File: src/rtl/rfb_pkg.sv
package rfb_pkg;

  localparam int TAPS   = 9;
  localparam int ORIENT = 4;

  // source orientation for output slot o under rotation r (cyclic shift)
  function automatic logic [1:0] orient_src(input logic [1:0] o, input logic [1:0] r);
    return o - r;
  endfunction

  // source tap index for output tap k after r clockwise quarter turns
  function automatic int spin_src(input int k, input int r);
    int row, col, tmp;
    row = k / 3;
    col = k % 3;
    for (int i = 0; i < r; i++) begin
      tmp = row;
      row = 2 - col;
      col = tmp;
    end
    return 3 * row + col;
  endfunction

endpackage

File: src/rtl/rfb_store.sv
module rfb_store #(
  parameter int W   = 8,
  parameter int NCH = 8,
  localparam int CW = (NCH > 1) ? $clog2(NCH) : 1,
  localparam int GW = rfb_pkg::ORIENT * rfb_pkg::TAPS * W
) (
  input  logic          clk,
  input  logic          wr_en,
  input  logic [CW-1:0] wr_chan,
  input  logic [GW-1:0] wr_data,
  input  logic [CW-1:0] rd_chan,
  output logic [GW-1:0] rd_group
);

  logic [GW-1:0] mem [NCH];

  always_ff @(posedge clk) begin
    if (wr_en && (int'(wr_chan) < NCH)) mem[wr_chan] <= wr_data;
  end

  assign rd_group = mem[rd_chan];

endmodule

File: src/rtl/rfb_seq.sv
module rfb_seq #(
  parameter int NCH = 8,
  localparam int CW = (NCH > 1) ? $clog2(NCH) : 1
) (
  input  logic          clk,
  input  logic          rst,
  input  logic          go,
  input  logic          adv,
  output logic          run,
  output logic [1:0]    rot,
  output logic [CW-1:0] chan,
  output logic [1:0]    orient,
  output logic          at_end
);

  localparam logic [CW-1:0] CH_MAX = CW'(NCH - 1);

  logic chan_wrap;

  assign chan_wrap = (chan == CH_MAX);
  assign at_end    = (rot == 2'd3) && chan_wrap && (orient == 2'd3);

  always_ff @(posedge clk) begin
    if (rst) begin
      run    <= 1'b0;
      rot    <= '0;
      chan   <= '0;
      orient <= '0;
    end else if (go) begin
      run    <= 1'b1;
      rot    <= '0;
      chan   <= '0;
      orient <= '0;
    end else if (adv) begin
      if (at_end) begin
        run    <= 1'b0;
        rot    <= '0;
        chan   <= '0;
        orient <= '0;
      end else begin
        orient <= orient + 2'd1;
        if (orient == 2'd3) begin
          if (chan_wrap) begin
            chan <= '0;
            rot  <= rot + 2'd1;
          end else begin
            chan <= chan + CW'(1);
          end
        end
      end
    end
  end

endmodule

File: src/rtl/rfb_orient.sv
module rfb_orient #(
  parameter int W = 8,
  localparam int KW = rfb_pkg::TAPS * W,
  localparam int GW = rfb_pkg::ORIENT * KW
) (
  input  logic [GW-1:0] group,
  input  logic [1:0]    rot,
  input  logic [1:0]    orient,
  output logic [KW-1:0] kernel
);

  logic [1:0] src;

  assign src = rfb_pkg::orient_src(orient, rot);

  always_comb begin
    kernel = group[0 +: KW];
    for (int i = 1; i < rfb_pkg::ORIENT; i++) begin
      if (src == 2'(i)) kernel = group[i*KW +: KW];
    end
  end

endmodule

File: src/rtl/rfb_spin.sv
module rfb_spin #(
  parameter int W = 8,
  localparam int KW = rfb_pkg::TAPS * W
) (
  input  logic [KW-1:0] kin,
  input  logic [1:0]    rot,
  output logic [KW-1:0] kout
);

  for (genvar k = 0; k < rfb_pkg::TAPS; k++) begin : g_tap
    localparam int S0 = rfb_pkg::spin_src(k, 0);
    localparam int S1 = rfb_pkg::spin_src(k, 1);
    localparam int S2 = rfb_pkg::spin_src(k, 2);
    localparam int S3 = rfb_pkg::spin_src(k, 3);
    logic [W-1:0] tap;
    always_comb begin
      case (rot)
        2'd0:    tap = kin[S0*W +: W];
        2'd1:    tap = kin[S1*W +: W];
        2'd2:    tap = kin[S2*W +: W];
        default: tap = kin[S3*W +: W];
      endcase
    end
    assign kout[k*W +: W] = tap;
  end

endmodule

File: src/rtl/rfb_gen.sv
module rfb_gen #(
  parameter int W   = 8,
  parameter int NCH = 8,
  localparam int CW = (NCH > 1) ? $clog2(NCH) : 1,
  localparam int KW = rfb_pkg::TAPS * W,
  localparam int GW = rfb_pkg::ORIENT * KW
) (
  input  logic          clk,
  input  logic          rst,
  input  logic          wr_en,
  input  logic [CW-1:0] wr_chan,
  input  logic [GW-1:0] wr_data,
  input  logic          start,
  output logic          busy,
  output logic          out_valid,
  input  logic          out_ready,
  output logic [KW-1:0] out_taps,
  output logic [1:0]    out_rot,
  output logic [CW-1:0] out_chan,
  output logic [1:0]    out_orient,
  output logic          out_last
);

  logic          seq_run;
  logic          seq_end;
  logic          go;
  logic          adv;
  logic          slot_free;
  logic [1:0]    cur_rot;
  logic [CW-1:0] cur_chan;
  logic [1:0]    cur_orient;
  logic [GW-1:0] rd_group;
  logic [KW-1:0] sel_kernel;
  logic [KW-1:0] spun_kernel;

  assign busy      = seq_run | out_valid;
  assign go        = start & ~busy;
  assign slot_free = ~out_valid | out_ready;
  assign adv       = seq_run & slot_free;

  rfb_store #(.W(W), .NCH(NCH)) u_store (
    .clk      (clk),
    .wr_en    (wr_en),
    .wr_chan  (wr_chan),
    .wr_data  (wr_data),
    .rd_chan  (cur_chan),
    .rd_group (rd_group)
  );

  rfb_seq #(.NCH(NCH)) u_seq (
    .clk    (clk),
    .rst    (rst),
    .go     (go),
    .adv    (adv),
    .run    (seq_run),
    .rot    (cur_rot),
    .chan   (cur_chan),
    .orient (cur_orient),
    .at_end (seq_end)
  );

  rfb_orient #(.W(W)) u_orient (
    .group  (rd_group),
    .rot    (cur_rot),
    .orient (cur_orient),
    .kernel (sel_kernel)
  );

  rfb_spin #(.W(W)) u_spin (
    .kin  (sel_kernel),
    .rot  (cur_rot),
    .kout (spun_kernel)
  );

  always_ff @(posedge clk) begin
    if (rst) begin
      out_valid  <= 1'b0;
      out_last   <= 1'b0;
      out_taps   <= '0;
      out_rot    <= '0;
      out_chan   <= '0;
      out_orient <= '0;
    end else if (slot_free) begin
      out_valid <= adv;
      out_last  <= adv & seq_end;
      if (adv) begin
        out_taps   <= spun_kernel;
        out_rot    <= cur_rot;
        out_chan   <= cur_chan;
        out_orient <= cur_orient;
      end
    end
  end

endmodule

File: config.mk
export PLATFORM = sky130hd
export DESIGN_NAME = rfb_gen
export DESIGN_NICKNAME = d
export VERILOG_FILES = /design/src/rtl/rfb_pkg.sv /design/src/rtl/rfb_store.sv /design/src/rtl/rfb_seq.sv /design/src/rtl/rfb_orient.sv /design/src/rtl/rfb_spin.sv /design/src/rtl/rfb_gen.sv
export SDC_FILE = /design/constraint.sdc
export NUM_CORES = 2
export LEC_CHECK = 0
export BUFFER_PORTS_ARGS = -buffer_cell sky130_fd_sc_hd__buf_2
export CAP_MARGIN = 20
export CORE_UTILIZATION = 35
export DETAILED_ROUTE_END_ITERATION = 6
export PLACE_DENSITY_LB_ADDON = 0.1
export SYNTH_ARGS = -nofsm -noshare
export SYNTH_HDL_FRONTEND = slang
export SYNTH_HIERARCHICAL = 1
export SYNTH_SLANG_ARGS = --single-unit
File: constraint.sdc
create_clock -name clk -period 47.4 [get_ports clk]
set_clock_uncertainty 0.05 [all_clocks]
set_input_delay 0 -clock clk [delete_from_list [all_inputs] [get_ports clk]]
set_output_delay 0 -clock clk [all_outputs]
set_load 0.005 [all_outputs]
==> impl_metrics.sql <==
INSERT INTO impl_metrics (metric_group, metric, value, unit) VALUES
('worst_setup_path', 'path_class', 'flip-flop to flip-flop', ''),
('global_routing', 'gr-usage-all-layers', '18.5', '%'),
('routing', 'route.detailed.wl_per_inst', '28.5', 'µm'),
('floorplan', 'design.core.area', '266000', 'µm²'),
('worst_setup_path', 'end_kind', 'flip-flop', ''),
('synthesis', 'asyncSetResetFlopFracSynth', '0', '%'),
('sta', 'worst_hold_slack', '0.0287', 'ns'),
('synthesis', 'ys_seq_elements', '2393', ''),
('layout', 'layoutNonFillerInstCount', '8775', ''),
('worst_setup_path', 'required_arrival_time_at_the_worst_endpoint', '48.03', 'ns'),
('cts', 'cts_inserted_buffers', '281', ''),
('floorplan', 'floorplan.die.width', '519', 'µm'),
('cts', 'cts_max_path_buffers', '4', ''),
('floorplan', 'pin_count', '378', ''),
('placed_design', 'post-place-cells', '7685', ''),
('sta', 'timing.final.crit_share', '13.5', '%'),
('power', 'power.total', '4.66', 'mW'),
('routing', 'post_drt_via_cell_ratio', '5.13', ''),
('placed_design', 'dp_hpwl', '142', 'mm'),
('routing', 'routed_wirelength', '250', 'mm'),
('synthesis', 'yosysTopAreaCell', 'edfxtp_1', ''),
('routing', 'vias', '45000', ''),
('cts', 'htree_num_levels', '5', ''),
('run', 'cap_viol_max_count', '0', ''),
('cts', 'clkTransAtPathRegs', '0.06', 'ns'),
('placed_design', 'place.port_buffers', '377', ''),
('status', 'status', 'completed', ''),
('worst_setup_path', 'timing.critical_path.arrival', '7.02', 'ns'),
('floorplan', 'fp-row-count', '189', ''),
('routing', 'wirelength_met1', '109', 'mm'),
('power', 'ir_drop', '0.0320', 'mV'),
('layout', 'layout-drive-gt1-share', '35.4', '%'),
('cts', 'cts_root_buffer', 'clkbuf_16', ''),
('floorplan', 'floorplan.initialDensity', '35.3', '%'),
('synthesis', 'post_synth_inst_count', '3935', ''),
('layout', 'stdcell_area', '114000', 'µm²'),
('global_routing', 'number_of_global_route_vias_before_repair', '48200', ''),
('worst_hold_path', 'holdCritPathClass', 'input port to flip-flop', ''),
('synthesis', 'synthMostInstantiatedCell', 'edfxtp_1', ''),
('routing', 'dr.max_layer_used', 'met5', ''),
('synthesis', 'synth_fp_nets', '4236', ''),
('layout', 'area_growth_syn_to_layout', '21.3', '%'),
('synthesis', 'synth_top_cells_by_count', '2304 x edfxtp_1, 700 x mux4_2, 290 x mux2_2, 89 x dfxtp_1, 83 x a21oi_1', ''),
('routing', 'met3WireLength', '11.2', 'mm'),
('global_routing', 'grt_ovf', '0', ''),
('sta', 'fin_crit', '6.39', 'ns'),
('power', 'static-leakage-power', '35.6', 'nW'),
('synthesis', 'post_synthesis_sequential_area_ratio', '75.8', '%'),
('synthesis', 'yosysUniqueCellTypes', '39', ''),
('placed_design', 'placed_cell_area', '99100', 'µm²'),
('synthesis', 'synth_edf_count', '2304', ''),
('placed_design', 'place.gp.congestion', '0.724', ''),
('global_routing', 'grt_first_pass_wirelength', '360', 'mm'),
('synthesis', 'yosys_synthesis_warning_count', '6', ''),
('cts', 'clkSinkCount', '2393', ''),
('sta', 'timing.final.max_slew_violations', '0', ''),
('floorplan', 'die_height', '519', 'µm'),
('global_routing', 'grt_start_max_net_pins', '104', ''),
('sta', 'hold_violations', '0', ''),
('synthesis', 'ys.flop_type', 'edfxtp_1', ''),
('sta', 'setup-tns-final', '0', 'ns'),
('routing', 'drtPass1Iterations', '5', ''),
('routing', 'drc', '0', ''),
('layout', 'fillers', '23000', ''),
('synthesis', 'synth_top_cells_by_area', 'edfxtp_1 74%, mux4_2 17%, mux2_2 3.5%, dfxtp_1 1.9%, buf_6 0.91%', ''),
('routing', 'met2_length', '122', 'mm'),
('power', 'powerDensity', '41.0', 'nW/µm²'),
('floorplan', 'area_enclosed_by_the_die_boundary', '270000', 'µm²'),
('synthesis', 'synth_top_area_share', '73.9', '%'),
('layout', 'regArea', '71000', 'µm²'),
('global_routing', 'number_of_antenna_violations_at_the_first_check_in_global_routing', '78', '');
-- worst max-delay path: stages, from the launching register on --
cell     delay, ns
dfxtp_4       0.71
buf_4         0.79
buf_4         0.75
buf_4         0.82
buf_4         0.90
mux4_2        0.42
mux2_2        0.32
mux4_2        0.60
mux4_2        0.51
nand3_1       0.08
a21oi_1       0.07
-- cell type report --
type | count | area share [%]
Antenna cell | 29 | 0.0639
Sequential cell | 2393 | 62.5
Tap cell | 3533 | 3.89
Multi-Input combinational cell | 1292 | 18.5
Timing Repair Buffer | 1038 | 7.44
Clock buffer | 353 | 6.60
Clock inverter | 133 | 1.00
Inverter | 4 | 0.0143
-- where the power goes --
part	switching, mW	total (mW)	internal [mW]
combinational	0.114	0.202	0.0873
clock	0.845	2.04	1.20
sequential	0.0222	2.41	2.39
total	0.982	4.66	3.68
-- placed cells by master (no fill, tap or decap), types with 6 or more instances in the layout --
cell type      instances
buf_2                376
mux4_1                12
mux4_2               700
a21oi_1               83
mux2_2               290
buf_4                 74
dfxtp_4                6
clkbuf_16            289
buf_12                13
clkbuf_1              61
o21ai_0               65
edfxtp_1            2304
clkinv_1              57
nor2_4                 6
clkinvlp_4             6
diode_2               29
dfxtp_1               83
nand3_1               81
dlygate4sd3_1        575
bufinv_16             14
clkinv_2              38
o21ai_1               14
-- path summary, 6_finish.rpt --
path	from	endpoint	slack [ns]	depth (start not counted)
setup / recovery	u_seq/chan[2]	out_taps[9]	41.01	10
hold / removal	wr_data[68]	u_store/mem[1][68]	0.03	2
setup reg to reg	u_seq/chan[2]	out_taps[9]	41.01	10
hold reg to reg	out_taps[15]	out_taps[15]	0.43	2
-- metrics by stage --
stage	worst slack [ns]	utilization, %
3_3_place_gp	40.90	37.3
4_1_cts	40.85	42.7
6_report	41.01	42.8
5_1_grt	40.71	42.8
3_5_place_dp	40.88	37.3
2_1_floorplan	26.30	-
-- metal layers --
metal  GRT usage (%)  vias up
met2            30.6      946
met1            25.1    24400
met5               0        -
met3            3.43      400
li1                -    19200
met4            4.81       54
-- cell families (layout without fill, tap and decap cells) --
kind of cell / count (synthesis) / count (layout) / synth area share (%)
buffers and inverters: 250 / 1528 / 1.89
AND/OR/NAND/NOR: 114 / 114 / 0.639
adder cells (fa/ha/maj): 5 / 5 / 0.0668
flip-flops: 2393 / 2393 / 75.8
XOR/XNOR: 1 / 1 / 0.0240
multiplexers: 1003 / 1003 / 20.7
AO/OA/AOI/OAI: 169 / 169 / 0.937
other: 0 / 29 / 0
-- what timing repair did --
item / CTS / global route
hold buffers: 575 / 0
setup buffers: 0 / 0
gates resized for setup: 0 / 0
hold endpoints to repair: 2544 / 0
-- flip-flops by register name, indices dropped and copies added, names as in the netlist --
signal / count
out_chan: 3
out_last: 1
out_orient: 2
out_rot: 2
out_taps: 72
out_valid: 1
u_seq/chan: 3
u_seq/orient: 2
u_seq/rot: 2
u_seq/run: 1
u_store/mem: 2304
(Power assumes the default switching activity.)
